### src/rtl/pwr_sup_pkg.sv
package pwr_sup_pkg;

    typedef enum logic [1:0] {
        PS_ATTACH = 2'd0,
        PS_ON     = 2'd1,
        PS_LOCK   = 2'd2,
        PS_OFF    = 2'd3
    } pwr_state_e;

    function automatic int cnt_width(input int limit);
        return (limit > 1) ? $clog2(limit) : 1;
    endfunction

endpackage

### src/rtl/pwr_deb.sv
module pwr_deb #(
    parameter int   HOLD = 4,
    parameter logic IDLE = 1'b0
) (
    input  logic clk,
    input  logic rst_n,
    input  logic raw,
    output logic level
);
    import pwr_sup_pkg::*;

    localparam int CW = cnt_width(HOLD);

    typedef struct packed {
        logic [1:0]    sync;
        logic          stable;
        logic [CW-1:0] cnt;
    } deb_t;

    deb_t deb_d, deb_q;

    always_comb begin
        deb_d      = deb_q;
        deb_d.sync = {deb_q.sync[0], raw};
        if (deb_q.sync[1] == deb_q.stable) begin
            deb_d.cnt = '0;
        end else if (deb_q.cnt == CW'(HOLD - 1)) begin
            deb_d.stable = deb_q.sync[1];
            deb_d.cnt    = '0;
        end else begin
            deb_d.cnt = deb_q.cnt + 1'b1;
        end
    end

    always_ff @(posedge clk or negedge rst_n) begin
        if (!rst_n) begin
            deb_q.sync   <= {2{IDLE}};
            deb_q.stable <= IDLE;
            deb_q.cnt    <= '0;
        end else begin
            deb_q <= deb_d;
        end
    end

    assign level = deb_q.stable;

    // A change of the filtered level needs the synchronised input settled at it
    assert_deb_settled_R2: assert property (@(posedge clk) disable iff (!rst_n)
        (deb_q.stable != $past(deb_q.stable)) |->
            ($past(deb_q.sync[1], 1) == deb_q.stable && $past(deb_q.sync[1], 2) == deb_q.stable));

endmodule

### src/rtl/pwr_ka.sv
module pwr_ka #(
    parameter int TIMEOUT = 40
) (
    input  logic clk,
    input  logic rst_n,
    input  logic ka_raw,
    input  logic run,
    output logic expire
);
    import pwr_sup_pkg::*;

    localparam int CW = cnt_width(TIMEOUT);

    typedef struct packed {
        logic [1:0]    sync;
        logic          prev;
        logic [CW-1:0] cnt;
    } ka_t;

    ka_t  ka_d, ka_q;
    logic rise;

    assign rise = ka_q.sync[1] & ~ka_q.prev;

    always_comb begin
        ka_d      = ka_q;
        ka_d.sync = {ka_q.sync[0], ka_raw};
        ka_d.prev = ka_q.sync[1];
        if (!run || rise) begin
            ka_d.cnt = '0;
        end else if (ka_q.cnt != CW'(TIMEOUT - 1)) begin
            ka_d.cnt = ka_q.cnt + 1'b1;
        end
    end

    always_ff @(posedge clk or negedge rst_n) begin
        if (!rst_n) begin
            ka_q <= '0;
        end else begin
            ka_q <= ka_d;
        end
    end

    assign expire = run && (ka_q.cnt == CW'(TIMEOUT - 1));

    // An edge one cycle ago must have restarted the window (TIMEOUT >= 3)
    assert_ka_restart_R4: assert property (@(posedge clk) disable iff (!rst_n)
        expire |-> !$past(rise));

endmodule

### src/rtl/pwr_rgate.sv
module pwr_rgate (
    input  logic clk,
    input  logic rst_n,
    input  logic supply_on,
    input  logic chg_on,
    input  logic lo_raw,
    input  logic hi_raw,
    output logic mrst_n
);
    typedef struct packed {
        logic [1:0] lo_s;
        logic [1:0] hi_s;
        logic       hold;
    } rg_t;

    rg_t rg_d, rg_q;

    always_comb begin
        rg_d      = rg_q;
        rg_d.lo_s = {rg_q.lo_s[0], lo_raw};
        rg_d.hi_s = {rg_q.hi_s[0], hi_raw};
        if (!supply_on) begin
            rg_d.hold = 1'b1;
        end else if (rg_q.hold) begin
            if (chg_on ? rg_q.hi_s[1] : rg_q.lo_s[1]) begin
                rg_d.hold = 1'b0;
            end
        end else if (!rg_q.lo_s[1]) begin
            rg_d.hold = 1'b1;
        end
    end

    always_ff @(posedge clk or negedge rst_n) begin
        if (!rst_n) begin
            rg_q.lo_s <= '0;
            rg_q.hi_s <= '0;
            rg_q.hold <= 1'b1;
        end else begin
            rg_q <= rg_d;
        end
    end

    assign mrst_n = ~rg_q.hold;

    assert_hold_while_off_R9: assert property (@(posedge clk) disable iff (!rst_n)
        !supply_on |=> !mrst_n);

    assert_chg_needs_high_R9: assert property (@(posedge clk) disable iff (!rst_n)
        ($rose(mrst_n) && $past(chg_on)) |-> $past(rg_q.hi_s[1]));

    assert_low_only_reasserts_R10: assert property (@(posedge clk) disable iff (!rst_n)
        (mrst_n && supply_on && rg_q.lo_s[1]) |=> mrst_n);

endmodule

### src/rtl/pwr_supervisor.sv
module pwr_supervisor #(
    parameter int DEB_CYCLES     = 20000,
    parameter int KA_TIMEOUT     = 1500000,
    parameter int LOCKOUT_CYCLES = 100000
) (
    input  logic clk,
    input  logic rst_n,
    input  logic key_n,
    input  logic chg_det,
    input  logic keepalive,
    input  logic bat_above_reset,
    input  logic bat_above_release,
    output logic supply_en,
    output logic mrst_n
);
    import pwr_sup_pkg::*;

    localparam int          LW       = cnt_width(LOCKOUT_CYCLES);
    localparam int          N_WAKE   = 2;
    localparam logic [1:0]  IDLE_VEC = 2'b01;

    logic [N_WAKE-1:0] raw_vec, lvl_vec;
    logic key_pressed, chg_on, wake, ka_expire;

    assign raw_vec = {chg_det, key_n};

    for (genvar gi = 0; gi < N_WAKE; gi++) begin : g_deb
        pwr_deb #(
            .HOLD (DEB_CYCLES),
            .IDLE (IDLE_VEC[gi])
        ) u_deb (
            .clk   (clk),
            .rst_n (rst_n),
            .raw   (raw_vec[gi]),
            .level (lvl_vec[gi])
        );
    end

    assign key_pressed = ~lvl_vec[0];
    assign chg_on      = lvl_vec[1];
    assign wake        = key_pressed | chg_on;

    typedef struct packed {
        pwr_state_e    state;
        logic [LW-1:0] lock_cnt;
    } fsm_t;

    fsm_t fsm_d, fsm_q;

    always_comb begin
        fsm_d = fsm_q;
        unique case (fsm_q.state)
            PS_ATTACH: begin
                fsm_d.state = PS_ON;
            end
            PS_ON: begin
                if (ka_expire) begin
                    fsm_d.state    = PS_LOCK;
                    fsm_d.lock_cnt = '0;
                end
            end
            PS_LOCK: begin
                if (fsm_q.lock_cnt == LW'(LOCKOUT_CYCLES - 1)) begin
                    fsm_d.state = PS_OFF;
                end else begin
                    fsm_d.lock_cnt = fsm_q.lock_cnt + 1'b1;
                end
            end
            PS_OFF: begin
                if (wake) begin
                    fsm_d.state = PS_ON;
                end
            end
            default: fsm_d.state = PS_OFF;
        endcase
    end

    always_ff @(posedge clk or negedge rst_n) begin
        if (!rst_n) begin
            fsm_q.state    <= PS_ATTACH;
            fsm_q.lock_cnt <= '0;
        end else begin
            fsm_q <= fsm_d;
        end
    end

    assign supply_en = (fsm_q.state == PS_ON);

    pwr_ka #(
        .TIMEOUT (KA_TIMEOUT)
    ) u_ka (
        .clk    (clk),
        .rst_n  (rst_n),
        .ka_raw (keepalive),
        .run    (supply_en),
        .expire (ka_expire)
    );

    pwr_rgate u_rgate (
        .clk       (clk),
        .rst_n     (rst_n),
        .supply_on (supply_en),
        .chg_on    (chg_on),
        .lo_raw    (bat_above_reset),
        .hi_raw    (bat_above_release),
        .mrst_n    (mrst_n)
    );

    assert_off_wakes_R2: assert property (@(posedge clk) disable iff (!rst_n)
        (fsm_q.state == PS_OFF && wake) |=> supply_en);

    assert_cut_on_starve_R5: assert property (@(posedge clk) disable iff (!rst_n)
        $fell(supply_en) |-> $past(ka_expire));

    assert_rise_has_cause_R7: assert property (@(posedge clk) disable iff (!rst_n)
        ($rose(supply_en) && $past(fsm_q.state) != PS_ATTACH) |-> $past(wake));

    assert_no_direct_off_R8: assert property (@(posedge clk) disable iff (!rst_n)
        (supply_en && !ka_expire) |=> supply_en);

endmodule

### config.mk
export PLATFORM = sky130hd
export DESIGN_NAME = pwr_supervisor
export DESIGN_NICKNAME = d
export VERILOG_FILES = /design/src/rtl/pwr_sup_pkg.sv /design/src/rtl/pwr_deb.sv /design/src/rtl/pwr_ka.sv /design/src/rtl/pwr_rgate.sv /design/src/rtl/pwr_supervisor.sv
export SDC_FILE = /design/constraint.sdc
export NUM_CORES = 1
export LEC_CHECK = 0
export BUFFER_PORTS_ARGS = -buffer_cell sky130_fd_sc_hd__buf_4
export CORE_ASPECT_RATIO = 1.2
export CORE_MARGIN = 5
export CORE_UTILIZATION = 55
export DETAILED_ROUTE_END_ITERATION = 6
export PLACE_DENSITY = 0.74
export SETUP_SLACK_MARGIN = 0.3
export SYNTH_ARGS = -nofsm -noshare
export SYNTH_HDL_FRONTEND = slang
export SYNTH_SLANG_ARGS = --single-unit
### constraint.sdc
create_clock -name clk -period 1.8 [get_ports clk]
set_input_delay 0.27 -clock clk [delete_from_list [all_inputs] [get_ports clk]]
set_output_delay 0.27 -clock clk [all_outputs]
set_load 0.005 [all_outputs]
* After elaboration in Yosys (flattened, before gate mapping)
Index checks and enable logic that the tools add are counted.
** Word-level totals
- Register bits :: 84
** Cells by class
- Add/sub/neg operators :: 4
- Eq/ne operators :: 14
- Multiplexer cells :: 17
- Bitwise gates (word level) :: 7
- Reduce and logical (&&, ||, !) cells :: 10
** Operator list (number)
- 15-bit two-way mux :: 4
- 21-bit two-way mux :: 2
- 17-bit one-hot mux with 2 select lines :: 1
- 15-bit by 1-bit adder with 15-bit output (second input constant) :: 2
- 15-bit equality test (second input constant) :: 2
- 21-bit by 1-bit adder with 21-bit output (second input constant) :: 1
- 21-bit equality test (second input constant) :: 1
- 21-bit inequality test (second input constant) :: 1
- 19-bit two-way mux :: 1
- 17-bit by 1-bit adder with 17-bit output (second input constant) :: 1
- 17-bit equality test (second input constant) :: 1
- 17-bit two-way mux :: 1
- 2-bit inequality test (second input constant) :: 4
- 2-bit one-hot mux with 4 select lines :: 1
- 3-bit AND reduction :: 2
- 1-bit two-way mux :: 5
- 1-bit inverter :: 5
- 2-bit equality test (second input constant) :: 2
- 2-bit two-way mux :: 2
- 2-bit AND reduction :: 2
- 2-bit nonzero test :: 2
- 1-bit equality test :: 2
- 2-bit by 1-bit equality test with 1-bit output (second input constant) :: 1
- 2-bit logical NOT :: 1
- other kinds (5) :: 5

* Longest topological paths before layout
Gate-level depths: netlist (run 1).
- Word-level depth :: 4
- Mapped depth :: 8
- Depth with buffers taken out :: 6

* By module
Synthesis (run 1) repeated with hierarchy kept, for this count alone.
** Unflattened totals
- Cells, all modules :: 430
- Area total of the unflattened synthesis :: 4314.1 um^2
** By module, submodules not included
- pwr_ka :: times used 1, cells an instance 127, area each 1266.2 um^2
- pwr_supervisor :: times used 1, cells an instance 132, area each 1221.2 um^2
- pwr_deb at g_deb[0].u_deb :: times used 1, cells an instance 81, area each 840.8 um^2
- pwr_deb at g_deb[1].u_deb :: times used 1, cells an instance 81, area each 837.1 um^2
- pwr_rgate :: times used 1, cells an instance 9, area each 148.9 um^2

* Worst setup path before layout (run 1)
OpenSTA, ideal clock, no wires.
- Path type :: flip-flop to flip-flop
- From :: register u_ka.ka_q[0] (netlist name)
- To :: register fsm_q[15] (netlist name)
- Data arrival time :: 1.808 ns
- Data required time :: 1.731 ns
- Setup slack :: -0.076 ns
- Stages on the path, launching flop included :: 8
- Buffers on the path :: 2
- Period minus slack after synthesis :: 1.876 ns
- Path through :: dfrtp_1 ha_1 and4_1 clkbuf_1 a31oi_4 buf_2 or4b_1 nand3_1
** On the way
- Cells in the longest elaborated chain, start to end :: 4
** RTL lines
- from (decl) :: RTL line pwr_ka.sv:20 : ka_t ka_d, ka_q;
- from (signal assigned) :: RTL line pwr_ka.sv:40 : ka_q <= ka_d;
- 21-bit equality test :: RTL line pwr_ka.sv:44 : assign expire = run && (ka_q.cnt == CW'(TIMEOUT - 1));
- 1-bit logical AND :: RTL line pwr_ka.sv:44
- 2-bit inequality test (no line)
- 3-bit AND reduction (no line)
- to (signal assigned) :: RTL line pwr_supervisor.sv:83 : fsm_q <= fsm_d;
- to (decl) :: RTL line pwr_supervisor.sv:48 : fsm_t fsm_d, fsm_q;
Every way passes these cells.
A chain may end at the register's enable or synchronous reset.

* Worst setup path in the final report (run 1)
- From :: register u_ka.ka_q[9] (netlist name)
- To :: register fsm_q[17] (netlist name)
Same word-level chain as after synthesis.

==> impl_metrics.ini, run 1 <==
[global_routing]
grt_pass1_wl_mm = 17.15
antenna_found_initial = 0
grt-ovfl-total = 0
grt_util_all_layers_pct = 21.85
grt_max_degree = 40
grt_pass1_vias = 3689

[flow_run]
cap_violations = 0

[routing]
drt_iter0_markers = 244
ant_nets = 0
routed_via_density = 5.893
vias = 3624
routed_wl_mm = 10.88
drt_pass1_iterations = 5
wl_per_cell_microns = 17.69
drc_errors = 0

[die]
rows = 35
num_io_pins = 9
core_area_sq_um = 7576
die_area_sq_um = 9510
dieHeight_microns = 105.8
initial_core_util_pct = 55.56
die_x_microns = 89.86

[clocking]
cts_root_buf = clkbuf_8
clockBufferDepth = 2
clkLatencyLatePin_ns = 0.36
numCtsBuffers = 9
cts_htree_levels = 3
tritoncts = done
clkSlewWorstSetupHoldPaths_ns = 0.09
clock-sinks = 84

[setup_path]
reg2reg_from = u_ka.ka_q[9]
startpoint_type = register
worstPathMaxFanout = 3
arrival_ns = 2.18
cp-endpoint = fsm_q[17]
rrSetupSlack_ns = -0.11
critPathKind = reg -> reg
worstPathRequired_ns = 2.06
end_kind = register
crit_start = u_ka.ka_q[9]
regToRegEndpoint = fsm_q[17]
r2r_cells = 6

[synthesis]
synth_top_area_share_pct = 47.56
ys_ff_latch = 84
synthTopCellsByCount = 80 x dfrtp_1, 59 x nor2_1, 43 x nand2_1
synth.yosys.seq_area_share_pct = 50.06
syn_area_sq_um = 4209
yosys_warnings = 0
synth-main-ff-cell = dfrtp_1
synthArstFlopShare_pct = 100.0
yosysMostFrequentCell = dfrtp_1
syn-instance-count = 424
synth.avg_cell_area_sq_um = 9.927
syn-num-nets = 439
yosys-top-cells-area = dfrtp_1 48%, xor2_1 6.5%, nor2_1 5.3%, nand3_1 4.8%, nand2_1 3.8%
synth_cell_types = 50
synth_edf_count = 0
yosysTopAreaCell = dfrtp_1

[sta]
worst_pin_slew_ns = 0.4304
finalClockSkew_ns = 0.01125
rsz0062_at_grt = yes
setup_tns_ns = -0.3268
timing.final.ws_setup_ns = -0.1146
fin_crit_ns = 1.915
setup_viol = 7
relSlewSlack_pct = 71.30
hold_ws_ns = 0.02250
fmaxAchievable_mhz = 522.3
fin_crit_sh_pct = 106.4
finalHoldViolCount = 0
slew_violations = 0

[status]
outcome = finished with violations
violations = setup timing

[finish]
drive_gt1_share_pct = 36.33
diodes = 0
fin_nets = 533
area_growth_pct = 36.06

[worst_hold_path]
hp-class = in -> reg

[power]
ir_drop_uv = 762.0
power_density_nw_per_um2 = 667.7
p_leak_nw = 2.555

[place]
port_buffers = 8
place_congestion = 0.8009
post-dp-hpwl_mm = 5.902
## final cells by class
cell class	instances	area, sq um
fillers	471	1849
flip-flops and latches	84	2110
repair buffers	94	854.6
well taps	92	115.1
clock buffers	9	123.9
clock inverters	7	97.59
multi-input cells	321	2396
inverters	8	30.03
## worst min path at each step
| stage | start | to | cells after the start |
|---|---|---|---|
| after global routing | keepalive | u_ka.ka_d[23] | 1 |
| after floorplan | rst_n | fsm_q[0] | 0 |
| after CTS | chg_det | g_deb[1].u_deb.deb_d[17] | 1 |
| final | chg_det | g_deb[1].u_deb.deb_d[17] | 1 |
| after global placement | rst_n | u_ka.ka_q[0] | 1 |
| after detailed placement | rst_n | u_ka.ka_q[1] | 1 |
## routing by layer
layer  global-route usage, %  routed length (microns)  vias to the layer above
met5                       0                        0                        -
met4                   7.766                      362                        0
met3                   3.712                      362                       36
met2                   38.44                     5915                       96
met1                   26.91                     4240                     1800
li1                        -                        -                     1692
## kinds of logic after synthesis
| family | synth area share, % |
|---|---|
| and+or+nand+nor | 29.76 |
| xor gates and xnor gates | 8.948 |
| AOI/OAI and AO/OA | 5.737 |
| buffers and inverters | 1.843 |
| DFF | 50.06 |
| adders and majority gates | 2.378 |
| muxes | 1.278 |
## power by group
group | leakage, nW | internal, mW | total [mW] | switching [mW]
clock network | 0.106 | 0.789 | 1.51 | 0.721
registers | 1.12 | 1.95 | 2.01 | 0.0686
logic | 1.33 | 0.138 | 0.300 | 0.162
## what timing repair did
item / in CTS / in global routing
setup endpoints to repair: 68 / 66
pin swaps: 23 / 13
gates resized for setup: 48 / 45
hold endpoints to repair: 28 / 0
gates cloned: 2 / 1
hold buffers: 1 / 0
buffers inserted: 27 / 8
## per-stage QoR
stage	std cells	area, sq um	setup slack [ns]	util [%]	power, mW
6_report	615	5727	-0.1146	75.59	3.824
2_1_floorplan	424	4295	-0.01509	-	2.117
3_5_place_dp	560	4780	-0.03748	63.09	2.236
4_1_cts	606	5446	0.01002	71.89	3.757
3_3_place_gp	560	4780	0.01836	63.09	2.223
5_1_grt	615	5727	-0.1684	75.59	3.979
## layout by cell type (no fill, tap or decap), drive strengths merged, types with 2 or more instances in the layout
cell type,count
ha,8
nand3b,3
and3,11
nand2,44
buf,92
clkinvlp,2
or4,2
nor4,2
o22a,2
nand4b,7
nand3,40
nor4b,3
and4,9
a31oi,5
bufinv,2
nor3,7
or4b,7
and4bb,3
a21oi,8
xor2,31
nor2,59
dfrtp,80
and3b,2
mux2,3
nand2b,5
inv,10
o21bai,2
nand4,17
xnor2,12
mux2i,2
dfstp,4
o21ai,8
a22oi,4
and2,3
o211ai,2
clkbuf,9
nor4bb,2
## worst max-delay path, stage by stage (launching register included)
cell     delay, ns
dfrtp_1       0.46
and4_1        0.29
and4_4        0.28
buf_4         0.12
nand2_2       0.08
a221o_1       0.38
mux2i_1       0.20
## sequential cells by signal, indices dropped and copies added, names as in the netlist
register / cells
u_rgate.rg_d: 2
u_rgate.rg_q: 3
fsm_q: 19
g_deb.u_deb.deb_q: 32
g_deb.u_deb.level: 2
u_ka.ka_q: 22
u_ka.ka_d: 2
g_deb.u_deb.deb_d: 2
(Power assumes the default switching activity.)
==> run 2: changes to the inputs <==
Settings changed: SYNTH_HIERARCHICAL set to 1.
==> run 2 against run 1 <==
The run still ends with setup timing left. Utilization is 5.5 points higher. Routed wire length is 24% higher. Worst hold slack improved by 0.30 ns. Fmax shrank 19%. Die area rose by 2.2%. First-iteration DRC count is 69% higher. Flip-flop and latch count is the same. Non-clock buffer count is 46 higher. Largest power group unchanged. Highest routed layer unchanged.
==> impl_metrics.ini, run 2 <==
[finish]
area_growth_pct = 44.05
utilization_pct = 81.09
fin_nets = 586
top_register = g_deb.u_deb/deb_q
instances_no_fill = 668
largest_reg_flops = 32
nFillCells = 393
layout_commonest_cell = buf_4
layout.cells.most_common_list = 104 x buf_4, 79 x dfrtp_1, 29 x buf_6, 27 x nor2_1, 27 x xnor2_1
reg.largest.list = g_deb.u_deb/deb_q: 32 flops, u_ka/ka_q: 22 flops, fsm_q: 19 flops
final_area_sq_um = 6215
drive_gt1_share_pct = 43.58
diodes = 0

[synthesis]
yosys_warnings = 6
syn_area_sq_um = 4314
synthTopCellsByCount = 80 x dfrtp_1, 48 x nor2_1, 29 x xnor2_1
synthArstFlopShare_pct = 100.0
synth-main-ff-cell = dfrtp_1
yosysMostFrequentCell = dfrtp_1
synth.yosys.seq_area_share_pct = 48.84
syn-num-nets = 445
syn-instance-count = 430
yosysTopAreaCell = dfrtp_1
synth_cell_types = 62
synth_top_area_share_pct = 46.40
synth_edf_count = 0
ys_ff_latch = 84
synth.avg_cell_area_sq_um = 10.03
yosys-top-cells-area = dfrtp_1 46%, xnor2_1 5.9%, nor2_1 4.2%, nand4_1 2.6%, dfstp_2 2.4%

[status]
violations = setup timing
outcome = finished with violations

[sta]
worst_pin_slew_ns = 0.4941
setup_viol = 57
timing.final.ws_setup_ns = -0.5760
finalClockSkew_ns = 0.01240
fin_crit_ns = 2.376
finalHoldViolCount = 0
fmaxAchievable_mhz = 420.9
slew_violations = 0
rsz0062_at_grt = yes
relSlewSlack_pct = 66.76
fin_crit_sh_pct = 132.0

[routing]
drt_pass1_iterations = 5
drc_errors = 0
ant_nets = 0
drt_iter0_markers = 412
routed_wl_mm = 13.46
routed_via_density = 6.289
wl_per_cell_microns = 20.14
vias = 4201

[clocking]
tritoncts = done
cts_root_buf = clkbuf_8
cts_htree_levels = 3
clockBufferDepth = 2
clkSlewWorstSetupHoldPaths_ns = 0.10
clock-sinks = 84
clkLatencyLatePin_ns = 0.37
numCtsBuffers = 9

[global_routing]
antenna_found_initial = 0
grt_pass1_wl_mm = 19.53
grt-ovfl-total = 0
grt_max_degree = 48
grt_util_all_layers_pct = 24.63
grt_pass1_vias = 4106

[setup_path]
arrival_ns = 2.64
r2r_cells = 6
slowest_stage = or4bb_4
critPathMaxStageDelay_ns = 0.57
cp-endpoint = fsm_q[3]
worstPathRequired_ns = 2.07
worstPathMaxFanout = 6
rrSetupSlack_ns = -0.58
worst-path-stages = 6
startpoint_type = register
crit_start = u_ka/ka_q[12]
reg2reg_from = u_ka/ka_q[12]
end_kind = register
regToRegEndpoint = fsm_q[3]
cp_cell_sequence = or4bb_4, nor3_4, and3_4, and2b_4, or3_4, o311ai_4
cp_num_buf_inv = 0
path_delay_family = simple AND/OR/NAND/NOR gates
critPathKind = reg -> reg

[flow_run]
cap_violations = 0

[die]
dieHeight_microns = 107.0
rows = 35
die_x_microns = 90.85
core_area_sq_um = 7664
initial_core_util_pct = 56.29
die_area_sq_um = 9723
num_io_pins = 9

[power]
power_density_nw_per_um2 = 634.0
ir_drop_uv = 620.5
p_leak_nw = 2.685

[place]
place_congestion = 0.9474
port_buffers = 8
placed_cell_area_sq_um = 5176
post-dp-hpwl_mm = 6.802
dpl_worst_slack_ns = -0.4157
place_inst = 608

[worst_hold_path]
hp-class = in -> async
run 2: cell type report:
cell class              instances  area [sq um]  share of cell area (%)
clock inverters                 7         105.1                   1.691
well taps                      92         115.1                   1.852
flip-flops and latches         84          2108                   33.92
repair buffers                140          1187                   19.11
inverters                      23         86.33                   1.389
multi-input cells             313          2489                   40.04
clock buffers                   9         123.9                   1.993
run 2: what timing repair did:
action / CTS / global route
gates resized for setup: 45 / 65
pin swaps: 22 / 32
hold buffers: 5 / 1
setup endpoints to repair: 66 / 69
setup buffers: 16 / 19
cloned: 3 / 0
endpoints found under the hold margin: 22 / 1
run 2: metal layers:
layer	up-vias	GRT usage, %	part of all wire, %
met2	238	43.15	52
li1	1856	-	-
met5	-	0	0
met1	2040	29.80	38
met3	67	4.211	6.0
met4	0	10.59	4.0
run 2: how the worst min path moves through the flow:
stage	start	endpoint	slack, ns	depth (start not counted)
2_1_floorplan	rst_n	fsm_q[0]	-0.03	0
3_3_place_gp	rst_n	fsm_q[14]	0.17	1
3_5_place_dp	rst_n	fsm_q[6]	0.17	1
4_1_cts	keepalive	u_ka/ka_d[23]	0.001	1
5_1_grt	rst_n	g_deb[1].u_deb/deb_q[14]	0.34	2
6_report	rst_n	fsm_q[14]	0.32	2
run 2: cells by family after synthesis:
kind of cell               Yosys count  share of synthesized area (%)
buffers and inverters               36                          4.553
and+or+nand+nor                    196                          25.61
xor gates and xnor gates            33                          6.699
adders and majority gates            8                          2.320
AOI/OAI and AO/OA                   67                          10.35
muxes                                6                          1.624
DFF                                 84                          48.84
run 2: power by group:
| group | switching (mW) | internal [mW] |
|---|---|---|
| Combinational | 0.191 | 0.180 |
| Clock | 0.784 | 0.807 |
| Sequential | 0.0345 | 1.94 |
run 2: metrics by stage:
stage	hold WS (ns)	TNS, ns	total power, mW
after global routing	0.3388	-15.70	4.072
after global placement	0.1702	-5.156	2.309
after CTS	0.0009572	-5.666	3.904
after floorplan	-0.02559	-4.014	2.146
final	0.3244	-12.45	3.940
after detailed placement	0.1711	-6.066	2.326
==> run 3: changes to the inputs <==
Settings changed: CORE_MARGIN 5 to not set.
==> run 3 against run 2 <==
The run still ends with setup timing left. Setup slack improved by 0.079 ns. Global-route usage rose by 3.5 points. Routed wire length fell by 13%. Clock power fell by 10%. Fmax rose by 3.5%. Non-clock buffer count fell by 18. Sequential power barely moved. Clock skew rose by 0.0014 ns. Via count fell by 4.0%. Largest cell class unchanged. Largest power group unchanged. Highest routed layer unchanged.
==> impl_metrics.ini, run 3 (synthesized netlist as in run 2, its figures left out) <==
[power]
p_leak_nw = 2.510
ir_drop_uv = 785.3
power.total_mw = 3.731
power_density_nw_per_um2 = 627.6

[finish]
largest_reg_flops = 32
diodes = 0
area_growth_pct = 37.82
layout.cells.most_common_list = 95 x buf_4, 79 x dfrtp_1, 29 x nor2_1, 29 x xnor2_1, 24 x buf_6
top_register = g_deb.u_deb/deb_q
drive_gt1_share_pct = 40.86
layout_commonest_cell = buf_4
fin_nets = 568
reg.largest.list = g_deb.u_deb/deb_q: 32 flops, u_ka/ka_q: 22 flops, fsm_q: 19 flops
instances_no_fill = 650

[routing]
vias = 4031
drc_errors = 0
drt_iter0_markers = 278
routed_via_density = 6.202
wl_per_cell_microns = 18.09
ant_nets = 0
routed_wl_mm = 11.76
drt_pass1_iterations = 5

[die]
initial_core_util_pct = 56.62
num_io_pins = 9
rows = 35
die_area_sq_um = 8204
die_x_microns = 82.85
core_area_sq_um = 7620
dieHeight_microns = 99.02

[clocking]
clock-sinks = 84
numCtsBuffers = 9
tritoncts = done
cts_root_buf = clkbuf_8
clkSlewWorstSetupHoldPaths_ns = 0.10
cts_htree_levels = 3
clockBufferDepth = 2
clkLatencyLatePin_ns = 0.36

[place]
port_buffers = 8
place_inst = 605
post-dp-hpwl_mm = 6.870
place_congestion = 0.8762

[worst_hold_path]
hp-class = in -> reg
holdPathStages = 1

[global_routing]
grt-ovfl-total = 0
grt_pass1_vias = 4045
grt_pass1_wl_mm = 18.50
grt_max_degree = 38
grt_util_all_layers_pct = 28.14
antenna_found_initial = 0

[setup_path]
r2r_cells = 6
critPathKind = reg -> reg
end_kind = register
worstPathRequired_ns = 2.07
worstPathMaxFanout = 6
arrival_ns = 2.56
startpoint_type = register

[status]
violations = setup timing
outcome = finished with violations

[sta]
finalHoldViolCount = 0
worst_pin_slew_ns = 0.4826
setup_viol = 35
fin_crit_sh_pct = 127.6
finalClockSkew_ns = 0.01380
fmaxAchievable_mhz = 435.4
fin_crit_ns = 2.297
hold_ws_ns = 0.01510
relSlewSlack_pct = 67.53
timing.final.ws_setup_ns = -0.4967
slew_violations = 0
rsz0062_at_grt = yes

[flow_run]
cap_violations = 0
[run 3: final timing paths]
check	from	to	slack (ns)
setup / recovery	u_ka/ka_q[12]	fsm_q[3]	-0.50
hold / removal	keepalive	u_ka/ka_d[23]	0.02
setup reg to reg	u_ka/ka_q[12]	fsm_q[3]	-0.50
hold reg to reg	u_rgate/rg_d[4]	u_rgate/rg_q[4]	0.35
max in group asynchronous	rst_n	u_rgate/rg_q[0]	0.82
min in group asynchronous	rst_n	fsm_q[12]	0.37
[run 3: critical path: stages (launching register included)]
cell,delay (ns)
dfrtp_1,0.40
or4bb_4,0.59
nor3_4,0.21
and3_4,0.21
and2b_4,0.22
or3_1,0.34
o311ai_2,0.24
[run 3: final cells by class]
type | instances | area [sq um]
inverter | 23 | 86.33
tap | 92 | 115.1
clock inverter | 6 | 71.32
timing repair buffer | 122 | 1028
fill | 454 | 1674
sequential | 84 | 2108
multi-input combinational | 313 | 2399
clock buffer | 10 | 137.6
[run 3: layer usage]
layer / global-route usage (%) / vias up / routed length, microns
met5: 0 / - / 0
met4: 15.12 / 0 / 380
met2: 49.81 / 166 / 6172
li1: - / 1811 / -
met1: 33.46 / 2015 / 4684
met3: 3.434 / 39 / 524
[run 3: timing repair]
action | 4_1_cts | 5_1_grt
pin swaps | 22 | 13
hold buffers | 1 | 0
resized for setup | 49 | 47
hold endpoints to repair | 27 | 0
setup endpoints to repair | 66 | 69
setup buffers | 19 | 6
cloned | 3 | 0
[run 3: per-stage QoR]
step	setup WS, ns	cell area, sq um	utilization [%]	setup TNS [ns]
after floorplan	-0.3368	4436	-	-4.014
after global placement	-0.3661	5154	67.64	-5.127
after detailed placement	-0.4415	5154	67.64	-6.273
after CTS	-0.3515	5722	75.09	-5.975
after global routing	-0.5576	5946	78.03	-12.26
final	-0.4967	5946	78.03	-9.861
[run 3: power breakdown]
group / switching [mW] / internal [mW]
sequential: 0.0359 / 1.94
clock: 0.744 / 0.689
combinational: 0.169 / 0.149
